File: src/rtl/bcb_pkg.sv
package bcb_pkg;
  localparam int SEL_W = 2;
  localparam int CTL_W = 3 * SEL_W;

  typedef logic [SEL_W-1:0] sel_t;

  typedef struct packed {
    sel_t kind;
    sel_t dir;
    sel_t size;
  } ctl_t;

  localparam sel_t SEL_OFF  = 2'b00;
  localparam sel_t SZ_BYTE  = 2'b01;
  localparam sel_t SZ_WORD  = 2'b10;
  localparam sel_t SZ_LONG  = 2'b11;
  localparam sel_t KIND_FET = 2'b01;

  // kind selector: bit0 enables fetches, bit1 enables data accesses
  function automatic logic kind_hit(input sel_t sel, input logic is_data);
    return is_data ? sel[1] : sel[0];
  endfunction

  // direction selector: bit0 enables reads, bit1 enables writes
  function automatic logic dir_hit(input sel_t sel, input logic is_write);
    return is_write ? sel[1] : sel[0];
  endfunction

  // size actually compared: fetches are always judged as word accesses
  function automatic sel_t judged_size(input logic is_data, input sel_t req);
    return is_data ? req : SZ_WORD;
  endfunction

  function automatic logic size_hit(input sel_t sel, input sel_t sz);
    return (sel == SEL_OFF) || (sel == sz);
  endfunction

  function automatic logic never_hits(input ctl_t c);
    return (c.kind == KIND_FET) && (c.size == SZ_BYTE || c.size == SZ_LONG);
  endfunction
endpackage

File: src/rtl/bcb_ctl_reg.sv
module bcb_ctl_reg
  import bcb_pkg::*;
(
  input  logic             clk,
  input  logic             rst_n,
  input  logic             we,
  input  logic [CTL_W-1:0] wdata,
  output ctl_t             ctl,
  output logic             chan_off,
  output logic             unmatchable
);
  always_ff @(posedge clk or negedge rst_n) begin
    if (!rst_n) ctl <= '0;
    else if (we) ctl <= ctl_t'(wdata);
  end

  assign chan_off    = (ctl.kind == SEL_OFF) || (ctl.dir == SEL_OFF);
  assign unmatchable = never_hits(ctl);
endmodule

File: src/rtl/bcb_cycle_cmp.sv
module bcb_cycle_cmp
  import bcb_pkg::*;
(
  input  ctl_t       ctl,
  input  logic       chan_off,
  input  logic       valid,
  input  logic       is_data,
  input  logic       is_write,
  input  sel_t       size,
  output logic       kind_ok,
  output logic       dir_ok,
  output logic       size_ok,
  output logic       match
);
  sel_t eff_size;

  always_comb begin
    eff_size = judged_size(is_data, size);
    kind_ok  = kind_hit(ctl.kind, is_data);
    dir_ok   = dir_hit(ctl.dir, is_write);
    size_ok  = size_hit(ctl.size, eff_size);
    match    = valid && !chan_off && kind_ok && dir_ok && size_ok;
  end
endmodule

File: src/rtl/bcb_sticky.sv
module bcb_sticky (
  input  logic clk,
  input  logic rst_n,
  input  logic set,
  input  logic clr,
  output logic q
);
  always_ff @(posedge clk or negedge rst_n) begin
    if (!rst_n)   q <= 1'b0;
    else if (clr) q <= 1'b0;
    else if (set) q <= 1'b1;
  end
endmodule

File: src/rtl/bcb_matcher.sv
module bcb_matcher
  import bcb_pkg::*;
(
  input  logic             clk,
  input  logic             rst_n,
  input  logic             ctl_we,
  input  logic [CTL_W-1:0] ctl_wdata,
  output logic [CTL_W-1:0] ctl_q,
  input  logic             cyc_valid,
  input  logic             cyc_is_data,
  input  logic             cyc_is_write,
  input  logic [SEL_W-1:0] cyc_size,
  input  logic             brk_clr,
  output logic             brk_flag,
  output logic             brk_irq,
  output logic             cfg_unmatchable
);
  ctl_t ctl;
  logic chan_off;
  logic kind_ok, dir_ok, size_ok;
  logic cyc_match;

  bcb_ctl_reg u_ctl (
    .clk(clk), .rst_n(rst_n), .we(ctl_we), .wdata(ctl_wdata),
    .ctl(ctl), .chan_off(chan_off), .unmatchable(cfg_unmatchable)
  );

  bcb_cycle_cmp u_cmp (
    .ctl(ctl), .chan_off(chan_off), .valid(cyc_valid),
    .is_data(cyc_is_data), .is_write(cyc_is_write), .size(cyc_size),
    .kind_ok(kind_ok), .dir_ok(dir_ok), .size_ok(size_ok), .match(cyc_match)
  );

  bcb_sticky u_flag (
    .clk(clk), .rst_n(rst_n), .set(cyc_match), .clr(brk_clr), .q(brk_flag)
  );

  assign ctl_q   = ctl;
  assign brk_irq = brk_flag;
endmodule

File: config.mk
export PLATFORM = sky130hd
export DESIGN_NAME = bcb_matcher
export DESIGN_NICKNAME = d
export VERILOG_FILES = /design/src/rtl/bcb_pkg.sv /design/src/rtl/bcb_ctl_reg.sv /design/src/rtl/bcb_cycle_cmp.sv /design/src/rtl/bcb_sticky.sv /design/src/rtl/bcb_matcher.sv
export SDC_FILE = /design/constraint.sdc
export NUM_CORES = 1
export LEC_CHECK = 0
export BUFFER_PORTS_ARGS = -buffer_cell sky130_fd_sc_hd__buf_4
export CORE_AREA = 2 2 39 41
export DETAILED_ROUTE_END_ITERATION = 8
export DIE_AREA = 0 0 41 43
export PLACE_DENSITY = 0.55
export SETUP_SLACK_MARGIN = 0.2
export SLEW_MARGIN = 15
export SYNTH_ARGS = -nofsm -noshare
export SYNTH_HDL_FRONTEND = slang
export SYNTH_SLANG_ARGS = --single-unit
File: constraint.sdc
create_clock -name clk -period 0.91 [get_ports clk]
set_input_delay 0.182 -clock clk [delete_from_list [all_inputs] [get_ports clk]]
set_output_delay 0.182 -clock clk [all_outputs]
set_load 0.02 [all_outputs]
==> flow_summary_export.csv <==
group,metric,value,unit
outcome,status,"finished with violations",
outcome,violations,"setup timing",
critical_path,rr_worst_depth,3,
yosys,synthesis.area,344,um^2
yosys,yosysSeqAreaShare,50.9,%
pwr,p_comb_share,35.1,%
die,num_rows,14,
sta,fin_crit,1.17,ns
clock_network,cts_tree,"built",
critical_path,arrival,0.99,ns
yosys,syn-mean-instance-area,11.9,um^2
critical_path,end_kind,"output port",
die,fp.dieW,41,um
yosys,synth_cell_types,15,
pwr,swShare,26.7,%
sta,worst_slew_pin_slew,0.233,ns
job,drv_cap,0,
global_route,grt_pass1_vias,368,
pwr,power.total,998,uW
clock_network,cts_buffers,3,
critical_path,critPathTopFamily,"flip-flops",
detailed_routing,post_drt_wl_per_cell,10.8,um
yosys,netlist_instances,29,
hold_path,hp-class,"input port to flip-flop",
sta,max_freq,855,MHz
die,io-pin-count,24,
cells_and_area,final_cells,80,
yosys,synth_edf_count,0,
placed_design,dp_hpwl,648,um
sta,post-route-worst-setup-slack,-0.260,ns
cells_and_area,drive_gt1_share,82.8,%
pwr,powerDensity,1410,nW/um^2
die,initial_core_util,24.9,%
critical_path,worstPathRequired,0.73,ns
pwr,pwr-share-clk,27.9,%
cells_and_area,diodes,0,
cells_and_area,multi_input_area,170,um^2
die,core_area,1380,um^2
critical_path,r2r_start,"u_ctl.ctl[0]",
cells_and_area,design_area,709,um^2
detailed_routing,drcViolationCount,0,
critical_path,crit_chain,"inv_2, and3_4, buf_6",
yosys,synth_common_cells,"7 x dfrtp_1, 6 x mux2_2, 3 x inv_1, 2 x nand2_1",
detailed_routing,ant_nets,0,
sta,hold_viol,0,
sta,slew_headroom,84.3,%
critical_path,start_kind,"flip-flop",
sta,finalSetupViolCount,11,
clock_network,cts.clk_slew.worst_paths,0.05,ns
die,dieArea,1760,um^2
cells_and_area,final_nets,80,
global_route,grt_start_max_net_pins,8,
sta,skew,0.00108,ns
sta,fin_tns_setup,-1.60,ns
critical_path,cp_slowest_stage_delay,0.40,ns
pwr,power.internal,732,uW
cells_and_area,syn2layout_area_growth,106,%
sta,drv_slew,0,
critical_path,slowest_stage,"dfrtp_2",
yosys,ys_warn_count,0,
cells_and_area,fillerInstances,131,
yosys,ys.flop_type,"dfrtp_1",
critical_path,r2r-end,"u_flag.q",
sta,timing.final.crit_share,129,%
detailed_routing,vias,343,
yosys,synthArstFlopShare,100,%
critical_path,critPathKind,"flip-flop to output port",
detailed_routing,postRouteWirelength,867,um
die,fp.dieH,43,um
yosys,synth.most_common_cell,"dfrtp_1",
pwr,p_leak,0.000335,uW
critical_path,worst-path-buf-inv,2,
global_route,overflow,0,
pwr,peakVddDrop,0.720,mV
clock_network,cts_sinks,7,
placed_design,place_area,581,um^2
critical_path,cp_max_fo,2,
placed_design,gp_congestion,0.662,
pwr,pwr-share-seq,37.0,%
global_route,antenna_found_initial,0,
cells_and_area,seq_area,183,um^2
clock_network,htreeDepth,1,
critical_path,endpoint,"cfg_unmatchable",
critical_path,startpoint,"u_ctl.ctl[5]",
hold_path,holdPathStages,2,
yosys,synth_area_leaders,"dfrtp_1 51%, mux2_2 20%, inv_1 3.3%, o221a_1 3.3%, and2b_2 2.5%",
yosys,syn-num-nets,44,
clock_network,cts_max_path_buffers,2,
critical_path,rrSetupSlack,-0.19,ns
yosys,yosysTopAreaCellShare,50.9,%
detailed_routing,first_pass_iters,2,
detailed_routing,dr.first_iter.drc_count,1,
pwr,power.switching,267,uW
clock_network,clk-insertion-delay-late,0.24,ns
yosys,synth_largest_area_cell,"dfrtp_1",
sta,rsz0062_at_grt,"yes",
clock_network,root_buffer,"clkbuf_4",
global_route,grt_usage,11.8,%
yosys,ys_ff_latch,7,
placed_design,place_inst,72,
critical_path,crit_cells,3,
detailed_routing,viasPerCell,4.29,
global_route,grt_pass1_wl,1420,um
placed_design,io_buffers,23,
-- layout by cell type, fill, tap and decap left out, drive strengths merged --
master / instances
and3: 1
buf: 32
o21ai: 1
o221a: 1
mux2: 6
inv: 3
dlygate4sd3: 1
a21boi: 1
nand2: 2
clkbuf: 4
dfrtp: 7
nor2b: 1
and2b: 1
o32ai: 1
nand2b: 1
o2111ai: 1
-- power by group through the flow --
stage / registers (uW) / logic (uW) / clock network (uW)
floorplan: 412 / 80.4 / 0
global placement: 373 / 274 / 0
detailed placement: 373 / 274 / 0
CTS: 370 / 350 / 290
global route: 374 / 374 / 311
finish: 370 / 350 / 278
-- layer usage --
layer	up-vias	global-route usage [%]	wire length, um
met5	-	0	0
met4	0	8.00	0
met3	0	1.57	84
met2	14	16.3	402
met1	158	16.5	380
li1	171	-	-
-- area by class of cell --
| type | instances | area share, % |
|---|---|---|
| clock buffer | 4 | 3.70 |
| timing repair buffer | 33 | 42.2 |
| sequential | 7 | 25.7 |
| tap | 16 | 2.82 |
| multi-input combinational | 17 | 24.0 |
| inverter | 3 | 1.59 |
-- per-stage QoR --
| step | hold WS [ns] | setup WS (ns) | util, % |
|---|---|---|---|
| 3_5_place_dp | -0.0000671 | -0.155 | 42.0 |
| 3_3_place_gp | 0.000561 | -0.116 | 42.0 |
| 6_report | 0.122 | -0.260 | 51.3 |
| 2_1_floorplan | -0.114 | -0.144 | - |
| 5_1_grt | 0.116 | -0.299 | 51.3 |
| 4_1_cts | 0.120 | -0.264 | 51.0 |
-- timing repair --
| item | in CTS | in global routing |
|---|---|---|
| setup endpoints to repair | 16 | 16 |
| setup buffers | 3 | 0 |
| hold buffers | 1 | 0 |
| pin swaps | 2 | 0 |
| gates resized for setup | 17 | 1 |
| gates cloned | 0 | 0 |
| hold endpoints to repair | 7 | 0 |
-- how the worst min path moves through the flow --
stage	startpoint	to
6_report	brk_clr	u_flag.q
5_1_grt	brk_clr	u_flag.q
4_1_cts	brk_clr	u_flag.q
3_5_place_dp	rst_n	u_flag.q
3_3_place_gp	rst_n	u_flag.q
2_1_floorplan	rst_n	u_ctl.ctl[0]
-- cell families (layout without fill, tap and decap cells) --
group / after synthesis / in the layout / share of synthesized area, %
and+or+nand+nor: 6 / 6 / 10.5
muxes: 6 / 6 / 19.6
AOI/OAI and AO/OA: 5 / 5 / 12.0
buffers and inverters: 5 / 40 / 6.91
DFF: 7 / 7 / 50.9
-- sequential cells by signal, indices dropped and copies added, names as in the netlist --
name	count
u_flag.q	1
u_ctl.ctl	6
-- worst reg2reg max path, cell delays in order (launching register included) --
cell	delay (ns)
dfrtp_2	0.42
and2b_2	0.22
o2111ai_2	0.11
o32ai_2	0.26
No activity file was read; power rests on OpenSTA's default activity.
